**config.mk**
```make
export PLATFORM = sky130hd
export DESIGN_NAME = serial_frame_link
export DESIGN_NICKNAME = d
export VERILOG_FILES = /design/src/rtl/serial_frame_link.sv
export SDC_FILE = /design/constraint.sdc
export NUM_CORES = 1
export LEC_CHECK = 0
export CAP_MARGIN = 20
export CORE_MARGIN = 10
export CORE_UTILIZATION = 52
export DETAILED_ROUTE_END_ITERATION = 10
export PLACE_DENSITY = 0.77
export SLEW_MARGIN = 30
export SYNTH_ARGS = -nofsm -noshare
export SYNTH_HDL_FRONTEND = slang
export SYNTH_SLANG_ARGS = --single-unit
```
**constraint.sdc**
```tcl
create_clock -name clk -period 2.2 [get_ports clk]
set_input_delay 0.22 -clock clk [delete_from_list [all_inputs] [get_ports clk]]
set_output_delay 0.22 -clock clk [all_outputs]
set_load 0.05 [all_outputs]
```
**src/rtl/serial_frame_link.sv**
```systemverilog
module serial_frame_link #(
  parameter int W     = 8,
  parameter int LANES = 2,
  parameter int DEPTH = 4
) (
  input  logic               clk,
  input  logic               rst_n,
  input  logic               in_valid,
  output logic               in_ready,
  input  logic [LANES*W-1:0] in_data,
  output logic [LANES-1:0]   tx_line,
  output logic               tx_active,
  input  logic [LANES-1:0]   rx_line,
  output logic               rx_active,
  output logic               out_valid,
  output logic [LANES*W-1:0] out_data,
  output logic               frame_err
);
  localparam int FW = W + 2;
  localparam int AW = (DEPTH > 1) ? $clog2(DEPTH) : 1;
  localparam int CW = $clog2(DEPTH + 1);

  // word buffer
  logic [LANES*W-1:0] mem [DEPTH];
  logic [AW-1:0]      wp, rp;
  logic [CW-1:0]      cnt;
  logic               push, pop;

  // transmit side
  logic [FW-1:0] tx_ring;
  logic          tx_en;
  logic [FW-1:0] tx_sh [LANES];

  assign in_ready  = (cnt != CW'(DEPTH));
  assign push      = in_valid && in_ready;
  assign pop       = tx_ring[0] && (cnt != '0);
  assign tx_active = tx_en;

  always_ff @(posedge clk) begin
    if (push) mem[wp] <= in_data;
  end

  always_ff @(posedge clk) begin
    if (!rst_n) begin
      wp  <= '0;
      rp  <= '0;
      cnt <= '0;
    end else begin
      if (push) wp <= (wp == AW'(DEPTH - 1)) ? '0 : wp + AW'(1);
      if (pop)  rp <= (rp == AW'(DEPTH - 1)) ? '0 : rp + AW'(1);
      case ({push, pop})
        2'b10:   cnt <= cnt + CW'(1);
        2'b01:   cnt <= cnt - CW'(1);
        default: cnt <= cnt;
      endcase
    end
  end

  always_ff @(posedge clk) begin
    if (!rst_n) begin
      tx_ring <= FW'(1);
      tx_en   <= 1'b0;
    end else if (tx_ring[0]) begin
      if (pop) begin
        tx_ring <= {tx_ring[FW-2:0], tx_ring[FW-1]};
        tx_en   <= 1'b1;
      end else begin
        tx_en   <= 1'b0;
      end
    end else if (tx_en) begin
      tx_ring <= {tx_ring[FW-2:0], tx_ring[FW-1]};
    end
  end

  for (genvar l = 0; l < LANES; l++) begin : g_tx
    always_ff @(posedge clk) begin
      if (!rst_n)
        tx_sh[l] <= '0;
      else if (pop)
        tx_sh[l] <= {1'b0, mem[rp][l*W +: W], 1'b1};
      else if (tx_en && !tx_ring[0])
        tx_sh[l] <= tx_sh[l] >> 1;
    end
    assign tx_line[l] = tx_en & tx_sh[l][0];
  end

  // receive side
  logic         prev0, rx_en, rx_chk, arm, done;
  logic [W-1:0] rx_ring;
  logic [W-1:0] rx_sh [LANES];
  logic [W-1:0] rx_q  [LANES];

  assign arm       = !rx_en && !rx_chk && rx_line[0] && !prev0;
  assign done      = rx_en && rx_ring[W-1];
  assign rx_active = rx_en;

  always_ff @(posedge clk) begin
    if (!rst_n) begin
      prev0     <= 1'b0;
      rx_en     <= 1'b0;
      rx_chk    <= 1'b0;
      rx_ring   <= W'(1);
      out_valid <= 1'b0;
      frame_err <= 1'b0;
    end else begin
      prev0     <= rx_line[0];
      rx_chk    <= done;
      out_valid <= done;
      if (rx_chk && (rx_line != '0)) frame_err <= 1'b1;
      if (arm) begin
        rx_en   <= 1'b1;
        rx_ring <= W'(1);
      end else if (rx_en) begin
        rx_ring <= {rx_ring[W-2:0], rx_ring[W-1]};
        if (done) rx_en <= 1'b0;
      end
    end
  end

  for (genvar l = 0; l < LANES; l++) begin : g_rx
    always_ff @(posedge clk) begin
      if (!rst_n) begin
        rx_sh[l] <= '0;
        rx_q[l]  <= '0;
      end else if (rx_en) begin
        rx_sh[l] <= {rx_line[l], rx_sh[l][W-1:1]};
        if (done) rx_q[l] <= {rx_line[l], rx_sh[l][W-1:1]};
      end
    end
    assign out_data[l*W +: W] = rx_q[l];
  end

  // checks
  p_stop_low_r2: assert property (@(posedge clk) disable iff (!rst_n)
    (tx_en && tx_ring[0]) |-> (tx_line == '0));
  p_back2back_r4: assert property (@(posedge clk) disable iff (!rst_n)
    (tx_en && tx_ring[0] && cnt != '0) |=> (tx_line == {LANES{1'b1}}));
  p_count_r5: assert property (@(posedge clk) disable iff (!rst_n)
    cnt <= CW'(DEPTH));
  p_valid_pulse_r6: assert property (@(posedge clk) disable iff (!rst_n)
    out_valid |=> !out_valid);
  p_disarm_r6: assert property (@(posedge clk) disable iff (!rst_n)
    out_valid |-> !rx_en);
  p_err_sticky_r8: assert property (@(posedge clk) disable iff (!rst_n)
    frame_err |=> frame_err);
  p_hold_armed_r9: assert property (@(posedge clk) disable iff (!rst_n)
    (rx_en && !rx_ring[W-1]) |=> rx_en);
endmodule

```
==> results of run 1 <==
-- worst max-delay path by stage --
stage / start / to / slack [ns]
floorplan: cnt[0]$_SDFFE_PN0P_ / cnt[2]$_SDFFE_PN0P_ / 0.02
global placement: cnt[0]$_SDFFE_PN0P_ / cnt[2]$_SDFFE_PN0P_ / 0.14
detailed placement: cnt[0]$_SDFFE_PN0P_ / cnt[2]$_SDFFE_PN0P_ / 0.07
CTS: tx_active$_SDFFE_PN0P_ / tx_line[1] / 0.03
global route: cnt[0]$_SDFFE_PN0P_ / cnt[2]$_SDFFE_PN0P_ / 0.003
finish: cnt[0]$_SDFFE_PN0P_ / cnt[2]$_SDFFE_PN0P_ / 0.07
-- registers in the layout, summed over array words and instances, names as in the netlist, named ones only --
| register | flops |
|---|---|
| cnt | 3 |
| tx_ring | 10 |
| tx_active | 1 |
| rx_ring | 8 |
| rx_active | 1 |
| rp | 2 |
| rx_chk | 1 |
| wp | 2 |
| frame_err | 1 |
| prev0 | 1 |
| tx_sh | 18 |
| mem | 64 |
| rx_q | 16 |
| rx_sh | 14 |
-- logic make-up (layout without fill, tap and decap cells) --
logic type	Yosys count	in the layout	synth area share, %
flops	144	144	72.7
buf+inv	27	97	2.43
fa+ha+maj	7	7	1.73
simple gates	91	91	8.70
xor+xnor	2	2	0.318
compound gates	35	35	4.82
mux	31	31	9.27
-- synth_stat cells --
| cell | count |
|---|---|
| a21o_1 | 2 |
| a21oi_1 | 10 |
| a21oi_2 | 2 |
| a22o_1 | 13 |
| and2_1 | 19 |
| and3_1 | 14 |
| and3_2 | 4 |
| buf_1 | 3 |
| buf_2 | 4 |
| buf_4 | 1 |
| buf_6 | 3 |
| clkbuf_1 | 5 |
| clkbuf_2 | 1 |
| dfxtp_1 | 32 |
| edfxtp_1 | 112 |
| fa_1 | 1 |
| ha_1 | 6 |
| inv_1 | 10 |
| mux2i_1 | 15 |
| mux4_2 | 16 |
| nand2_1 | 18 |
| nand2_2 | 1 |
| nand2b_1 | 4 |
| nand3_1 | 4 |
| nor2_1 | 20 |
| nor2b_1 | 1 |
| nor3_1 | 2 |
| o21ai_0 | 3 |
| o21ai_1 | 1 |
| o21bai_1 | 1 |
| o311a_2 | 1 |
| o31ai_4 | 1 |
| o41ai_1 | 1 |
| or3_1 | 1 |
| or3_2 | 1 |
| or3b_1 | 1 |
| or4b_1 | 1 |
| xor2_1 | 2 |
-- through the flow --
stage	area [sq um]	setup slack (ns)	instances	hold slack, ns
finish	6710	0.0748	543	0.339
detailed placement	6120	0.0654	510	0.457
CTS	6690	0.0280	542	0.315
floorplan	5550	0.0206	337	0.319
global placement	6120	0.138	510	0.455
global route	6710	0.00344	543	0.312
-- power breakdown --
| group | switching (mW) | leakage, nW | total [mW] | internal (mW) |
|---|---|---|---|---|
| registers | 0.172 | 1.36 | 3.59 | 3.42 |
| logic | 0.942 | 0.827 | 1.70 | 0.759 |
| clock network | 1.11 | 0.269 | 2.75 | 1.64 |
-- timing repair --
item / 4_1_cts / 5_1_grt
pin swaps: 0 / 2
gates resized for setup: 1 / 2
setup endpoints to repair: 1 / 2
buffers inserted: 0 / 1
cloned: 0 / 0
-- cells in the final DEF, fill, tap and decap left out, drive strengths merged, types with 2 or more instances in the layout --
master | synthesis | final
inv | 10 | 15
clkinv | 0 | 2
nand2 | 19 | 19
and2 | 19 | 19
a21oi | 12 | 12
o21ai | 4 | 4
clkbuf | 6 | 19
mux2i | 15 | 15
clkinvlp | 0 | 4
nor3 | 2 | 2
and3 | 18 | 18
nand2b | 4 | 4
bufinv | 0 | 2
ha | 6 | 6
a22o | 13 | 13
a21o | 2 | 2
mux4 | 16 | 16
dfxtp | 32 | 32
xor2 | 2 | 2
buf | 11 | 13
clkdlybuf4s50 | 0 | 40
edfxtp | 112 | 112
nand3 | 4 | 4
nor2 | 20 | 20
or3 | 2 | 2
-- cell type report --
type,instances,area [sq um]
Clock buffer,19,422
Multi-Input combinational cell,166,1400
Sequential cell,144,4010
Fill cell,684,3620
Clock inverter,13,153
Tap cell,136,170
Timing Repair Buffer,55,519
Inverter,10,37.5
-- routing by layer --
metal / vias up / part of all wire (%) / global-route usage (%)
li1: 1393 / - / -
met1: 1415 / 43 / 16.6
met2: 90 / 49 / 20.1
met3: 10 / 6.6 / 4.51
met4: 0 / 1.6 / 6.55
met5: - / 0 / 0
-- worst register-to-register path: cells and delay by family, from the launching register on --
kind	cells	cell delay (ns)
AO/OA/AOI/OAI	1	0.12
XOR/XNOR	1	0.17
flip-flops	1	0.36
buffers and inverters	1	0.04
AND/OR/NAND/NOR	3	0.88
adder cells (fa/ha/maj)	2	0.47
==> results.toml, run 1 <==
[power]
p_leak_nw = 2.45
powerDensity_mw_per_mm2 = 1200
p_total_mw = 8.04
ir_drop_v = 0.000648

[clock_tree]
cts_made_buffers = 17
hold_buffers = 0
cts.sinks = 144
cts_root_buffer = "clkbuf_8"
clk_path_buf_depth = 2
clkTransAtPathRegs_ns = 0.06
cts_htree_levels = 4
cts_tree = "built"
clkLatencyLatePin_ns = 0.52

[detailed_routing]
wirelength_um = 9190
drt_pass1_iterations = 4
drt_iter0_drc = 188
post-route-drc-count = 0
wl_per_cell_um = 16.9
vias = 2908
vias_per_cell = 5.36
ant_nets = 0

[yosys]
post_synth_num_cell_types = 38
synth_seq_cells = 144
yosysTopAreaCell = "edfxtp_1"
synth_cells = 337
syn_avg_cell_area_sq_um = 16.3
netlist.area_leader.share_pct = 61.1
synth_nets = 365
netlist_top_cells_area = "edfxtp_1 (61%), dfxtp_1 (12%), mux4_2 (6.5%)"
syn_area_sq_mm = 0.00551
yosysSeqAreaShare_pct = 72.7
yosys_warnings = 0

[critical_path]
critPathCaptureType = "flop"
crit_family = "simple AND/OR/NAND/NOR gates"
ff2ff_path_depth = 8
cp_num_buf_inv = 1
start_kind = "flop"
crit_slowest_cell = "or3b_4"
crit_fanout = 7
required_ns = 2.64
critPathArrivalTime_ns = 2.56
cp.depth = 8
cp_slowest_stage_delay_ns = 0.46
path_class = "flop to flop"
timing.rr.end = "cnt[2]$_SDFFE_PN0P_"
r2r_slack_ns = 0.07
cp_cell_sequence = "or3b_4 -> nand2_4 -> ha_4 -> inv_2 -> fa_2 -> xor2_1 -> or3_4 -> a21oi_1"
r2r_start = "cnt[0]$_SDFFE_PN0P_"

[worst_hold_path]
holdPathStages = 1
min_path_type = "input pin to flop"
min_from = "in_data[5]"
min_to = "mem[2][5]$_DFFE_PP_"

[sta]
finClkSkew_ns = 0.0123
fin_crit_ns = 2.13
tightest_slew_ns = 0.651
relSlewSlack_pct = 56.6
setup_viol = 0
fmax_mhz = 471
fin_crit_sh_pct = 96.6
maxSlewViolCount = 0
rsz0062_at_grt = "false"
tns_ns = 0
hold_violations = 0

[global_route]
grt_max_degree = 32
antenna_found_initial = 0
overflow = 0
grt_pass1_wl_um = 15200
grt_use_total_pct = 13.2
grt_pass1_vias = 2987

[layout]
drive_gt1_share_pct = 18.9
syn_to_final_growth_pct = 21.8
diodes = 0
nets = 422
fin_util_pct = 65.0

[placed_design]
place_congestion = 0.733
dp_hpwl_um = 5780
io_buffers = 43

[floorplanning]
fp.coreArea_sq_mm = 0.0103
floorplan.die.width_um = 123
fp-row-count = 37
fp.dieArea_sq_mm = 0.0151
ios = 44
die_h_um = 123
initial_core_util_pct = 53.3

[outcome]
outcome = "finished clean"

[job]
maxCapViolCount = 0
(Power assumes the default switching activity.)
==> inputs of run 2 (changes only) <==
--- a/config.mk
+++ b/config.mk
@@ -10,7 +10,8 @@
 export CORE_UTILIZATION = 52
 export DETAILED_ROUTE_END_ITERATION = 10
 export PLACE_DENSITY = 0.77
-export SLEW_MARGIN = 30
+export RECOVER_POWER = 50
+export SLEW_MARGIN = 0
 export SYNTH_ARGS = -nofsm -noshare
 export SYNTH_HDL_FRONTEND = slang
 export SYNTH_SLANG_ARGS = --single-unit
==> run 2 against run 1 <==
Wire length rose by 0.16%. Setup slack improved by 0.0029 ns. Combinational power barely moved. Clock skew barely moved. Register-to-register slack barely moved. Count of clock-buffer cells in the layout did not move. Utilization fell by 0.073 points. Via count fell by 1.0%. Design area fell by 0.11%. Largest cell class unchanged. Largest power group unchanged. Highest routed layer unchanged.
==> results.toml, run 2 (same netlist as run 1, synthesis figures left out) <==
[clock_tree]
cts.sinks = 144
cts_htree_levels = 4
cts_root_buffer = "clkbuf_8"
clkLatencyLatePin_ns = 0.52
hold_buffers = 0
clkTransAtPathRegs_ns = 0.06
clk_path_buf_depth = 2
cts_made_buffers = 17
cts_tree = "built"

[critical_path]
cp-startpoint = "cnt[0]$_SDFFE_PN0P_"
start_kind = "flop"
path_class = "flop to flop"
critPathCaptureType = "flop"
timing.rr.end = "cnt[2]$_SDFFE_PN0P_"
crit_fanout = 7
cp-endpoint = "cnt[2]$_SDFFE_PN0P_"
ff2ff_path_depth = 8
r2r_slack_ns = 0.08
critPathArrivalTime_ns = 2.56
required_ns = 2.64
r2r_start = "cnt[0]$_SDFFE_PN0P_"

[job]
maxCapViolCount = 0

[placed_design]
place_congestion = 0.733
dp.cells = 510
io_buffers = 43
dp_hpwl_um = 5780

[sta]
maxSlewViolCount = 0
fmax_mhz = 471
tns_ns = 0
relSlewSlack_pct = 35.3
fin_crit_sh_pct = 96.5
tightest_slew_ns = 0.967
hold_violations = 0
setup_viol = 0
finClkSkew_ns = 0.0122
rsz0062_at_grt = "false"
fin_crit_ns = 2.12

[global_route]
grt_use_total_pct = 13.2
overflow = 0
grt_max_degree = 32
grt_pass1_wl_um = 15200
grt_pass1_vias = 2987
antenna_found_initial = 0

[outcome]
outcome = "finished clean"

[detailed_routing]
ant_nets = 0
vias = 2878
post-route-drc-count = 0
drt_pass1_iterations = 4
drt_iter0_drc = 188
vias_per_cell = 5.30
wirelength_um = 9200
wl_per_cell_um = 16.9

[power]
ir_drop_v = 0.000650
powerDensity_mw_per_mm2 = 1200
p_leak_nw = 2.45

[layout]
mostFrequentLayoutCell = "edfxtp_1"
fin_cells = 543
diodes = 0
fill_cells = 689
regMostFlops = "mem"
drive_gt1_share_pct = 18.2
nets = 422
reg.largest.list = "mem (64), tx_sh (18), rx_q (16)"
largest_register_ffs = 64
syn_to_final_growth_pct = 21.7
most-common-layout-cells = "edfxtp_1 (112), dfxtp_1 (31), clkdlybuf4s50_1 (23), nor2_1 (20), and2_1 (19)"

[floorplanning]
initial_core_util_pct = 53.3
fp-row-count = 37
floorplan.die.width_um = 123
fp.dieArea_sq_mm = 0.0151
ios = 44
fp.coreArea_sq_mm = 0.0103
die_h_um = 123

[worst_hold_path]
min_path_type = "input pin to flop"
[run 2: cell types whose count changed in the layout (fill, tap and decap cells not counted), sizes merged]
| cell | previous run | this run |
|---|---|---|
| clkdlybuf4s50 | 40 | 23 |
| dlygate4sd3 | 0 | 17 |
| buf | 13 | 12 |
| clkbuf | 19 | 20 |
[run 2: worst max-delay path, cell delays in order, from the launching register on]
cell	delay, ns
dfxtp_2	0.36
or3b_4	0.46
nand2_4	0.10
ha_4	0.13
inv_2	0.04
fa_2	0.34
xor2_1	0.17
or3_4	0.32
a21oi_1	0.12
[run 2: metal layers]
layer  global-route usage (%)  wire length, um  vias to the layer above
met4                     6.55              110                        0
li1                         -                -                     1389
met3                     4.51              490                        7
met2                     20.1             4580                       68
met1                     16.6             4020                     1414
met5                        0                0                        -
[run 2: stage by stage]
step	utilization, %	hold slack [ns]	total power, mW	setup WS, ns	area (sq um)
3_3_place_gp	59.3	0.455	5.27	0.138	6120
4_1_cts	64.8	0.315	8.10	0.0280	6690
6_report	64.9	0.372	8.03	0.0777	6700
3_5_place_dp	59.3	0.457	5.34	0.0654	6120
5_1_grt	64.9	0.386	8.42	0.00205	6700
2_1_floorplan	-	0.319	4.94	0.0206	5550
[run 2: worst min path at each step]
stage | startpoint | endpoint | depth (start not counted)
3_3_place_gp | tx_ring[2]$_SDFFE_PN0P_ | tx_ring[2]$_SDFFE_PN0P_ | 2
3_5_place_dp | frame_err$_SDFFE_PN0P_ | frame_err$_SDFFE_PN0P_ | 2
6_report | rx_line[0] | prev0$_SDFF_PN0_ | 3
4_1_cts | in_data[1] | mem[3][1]$_DFFE_PP_ | 1
2_1_floorplan | in_data[0] | mem[0][0]$_DFFE_PP_ | 0
5_1_grt | in_data[1] | mem[3][1]$_DFFE_PP_ | 1
[run 2: layout make-up]
type,count,area (sq um),area share [%]
multi-input cells,166,1400,20.8
repair buffers,55,515,7.70
inverters,10,37.5,0.560
clock buffers,19,422,6.29
flip-flops and latches,144,4010,59.8
clock inverters,13,153,2.28
well taps,136,170,2.54
[run 2: timing repair]
item / in CTS / in global routing
resized for setup: 1 / 2
endpoints found under the setup margin: 1 / 2
pin swaps: 0 / 2
buffers inserted: 0 / 1
[run 2: power breakdown]
group / switching (mW) / internal, mW
Sequential: 0.170 / 3.42
Combinational: 0.940 / 0.751
Clock: 1.12 / 1.64
==> inputs of run 3 (changes only) <==
--- a/config.mk
+++ b/config.mk
@@ -6,7 +6,7 @@
 export NUM_CORES = 1
 export LEC_CHECK = 0
 export CAP_MARGIN = 20
-export CORE_MARGIN = 10
+export CORE_MARGIN = 1
 export CORE_UTILIZATION = 52
 export DETAILED_ROUTE_END_ITERATION = 10
 export PLACE_DENSITY = 0.77
==> run 3 against run 2 <==
Via count increased by 0.28%. Sequential power hardly changed. Hold slack lost 0.00095 ns. Final cell count fell by 0.18%. Maximum frequency up 0.32%. Count of clock-buffer cells in the layout rose by 1. Flip-flop and latch count stayed put. Setup slack improved by 0.0067 ns. First-iteration DRC count shrank 27%. Die area decreased by 27%. Largest cell class unchanged.
==> results.toml, run 3 (same netlist as run 1, synthesis figures left out) <==
[sta]
hold_violations = 0
maxSlewViolCount = 0
setup_viol = 0
fin_crit_sh_pct = 96.2
tightest_slew_ns = 1.01
fmax_mhz = 473
fin_crit_ns = 2.12
hold_slack_ns = 0.371
rsz0062_at_grt = "false"
relSlewSlack_pct = 32.5
tns_ns = 0
worst_slack_ns = 0.0844
finClkSkew_ns = 0.0114

[floorplanning]
fp.coreArea_sq_mm = 0.0103
ios = 44
floorplan.die.width_um = 105
initial_core_util_pct = 53.6
fp-row-count = 37
die_h_um = 105
fp.dieArea_sq_mm = 0.0110

[placed_design]
dp.cells = 510
placed_area_sq_mm = 0.00612
dp_hpwl_um = 5410
place_congestion = 0.787
io_buffers = 43
pre_cts_ws_ns = 0.0902

[critical_path]
cp-startpoint = "cnt[2]$_SDFFE_PN0P_"
path_class = "flop to flop"
required_ns = 2.64
timing.rr.end = "cnt[2]$_SDFFE_PN0P_"
cp_cell_sequence = "or3b_4 -> nand2_4 -> ha_4 -> inv_2 -> fa_2 -> xor2_1 -> or3_4 -> a21oi_1"
crit_family = "simple AND/OR/NAND/NOR gates"
cp.depth = 8
cp-endpoint = "cnt[2]$_SDFFE_PN0P_"
critPathArrivalTime_ns = 2.55
r2r_slack_ns = 0.08
r2r_start = "cnt[2]$_SDFFE_PN0P_"
critPathCaptureType = "flop"
start_kind = "flop"
ff2ff_path_depth = 8
crit_fanout = 7
crit_slowest_cell = "or3b_4"
cp_slowest_stage_delay_ns = 0.42
cp_num_buf_inv = 1

[global_route]
grt_pass1_wl_um = 14200
grt_use_total_pct = 17.3
grt_max_degree = 32
antenna_found_initial = 0
grt_pass1_vias = 2866
overflow = 0

[power]
powerDensity_mw_per_mm2 = 1170
p_leak_nw = 2.39
ir_drop_v = 0.000666

[detailed_routing]
post-route-drc-count = 0
drt_iter0_drc = 137
vias_per_cell = 5.32
vias = 2886
wl_per_cell_um = 16.2
drt_pass1_iterations = 4
wirelength_um = 8760
ant_nets = 0

[worst_hold_path]
min_path_type = "input pin to flop"

[layout]
mostFrequentLayoutCell = "edfxtp_1"
fill_cells = 730
syn_to_final_growth_pct = 20.1
final_area_sq_mm = 0.00661
regMostFlops = "mem"
diodes = 0
reg.largest.list = "mem (64), tx_sh (18), rx_q (16)"
drive_gt1_share_pct = 17.2
most-common-layout-cells = "edfxtp_1 (112), dfxtp_1 (31), clkdlybuf4s50_1 (24), nor2_1 (20), nand2_1 (18)"
fin_cells = 542
nets = 421
largest_register_ffs = 64

[clock_tree]
cts.sinks = 144
clkTransAtPathRegs_ns = 0.06
cts_htree_levels = 4
cts_made_buffers = 17
clk_path_buf_depth = 2
cts_root_buffer = "clkbuf_8"
cts_setup_buffers = 0
clkLatencyLatePin_ns = 0.52
cts_tree = "built"

[job]
maxCapViolCount = 0

[outcome]
outcome = "finished clean"
==> run 3: changes by cell type in the layout (fill, tap and decap cells not counted), moves of 2 or more <==
| cell | delta |
|---|---|
| clkinv_2 | +2 |
| and2_0 | +7 |
| and2_1 | -7 |
| clkbuf_1 | +3 |
| bufinv_16 | -2 |
| clkbuf_2 | +2 |
| clkinv_4 | +3 |
| inv_8 | -2 |
| buf_4 | -4 |
==> run 3: repair_timing <==
action,4_1_cts,5_1_grt
resized for setup,1,2
hold buffers,0,0
setup endpoints to repair,1,1
==> run 3: area by class of cell <==
type	instances	area [sq um]	area share, %
clock buffers	20	425	6.43
multi-input cells	166	1390	21.1
inverters	10	37.5	0.568
well taps	136	170	2.57
flip-flops and latches	144	4010	60.6
repair buffers	54	492	7.43
clock inverters	12	90.1	1.36
==> run 3: routing by layer <==
metal  global-route usage, %  part of all wire (%)
met1                    21.2                    44
met2                    29.0                    52
met3                    3.81                   3.4
met4                    8.65                   1.1
met5                       0                     0
==> run 3: worst reg2reg max path, delay by kind of cell, from the launching register on <==
family,cells,cell delay (ns)
compound gates,1,0.11
xor+xnor,1,0.18
fa+ha+maj,2,0.47
buf+inv,1,0.04
flops,1,0.41
simple gates,3,0.82
==> run 3: where the power goes <==
group / switching [mW] / internal [mW] / leakage [nW]
sequential: 0.186 / 3.42 / 1.36
clock: 1.07 / 1.39 / 0.246
combinational: 0.931 / 0.736 / 0.790
==> run 3: worst min-delay path by stage <==
stage / startpoint / endpoint / slack, ns / cells after the start
2_1_floorplan: in_data[0] / mem[0][0]$_DFFE_PP_ / 0.32 / 0
3_3_place_gp: frame_err$_SDFFE_PN0P_ / frame_err$_SDFFE_PN0P_ / 0.44 / 2
3_5_place_dp: frame_err$_SDFFE_PN0P_ / frame_err$_SDFFE_PN0P_ / 0.45 / 2
4_1_cts: in_data[11] / mem[2][11]$_DFFE_PP_ / 0.32 / 1
5_1_grt: rx_line[0] / prev0$_SDFF_PN0_ / 0.38 / 3
6_report: rx_line[0] / prev0$_SDFF_PN0_ / 0.37 / 3
==> run 3: stage by stage <==
| step | utilization (%) | total power, mW |
|---|---|---|
| finish | 64.4 | 7.73 |
| global route | 64.4 | 8.06 |
| CTS | 64.5 | 7.79 |
| detailed placement | 59.5 | 5.34 |
| global placement | 59.5 | 5.27 |
| floorplan | - | 4.94 |
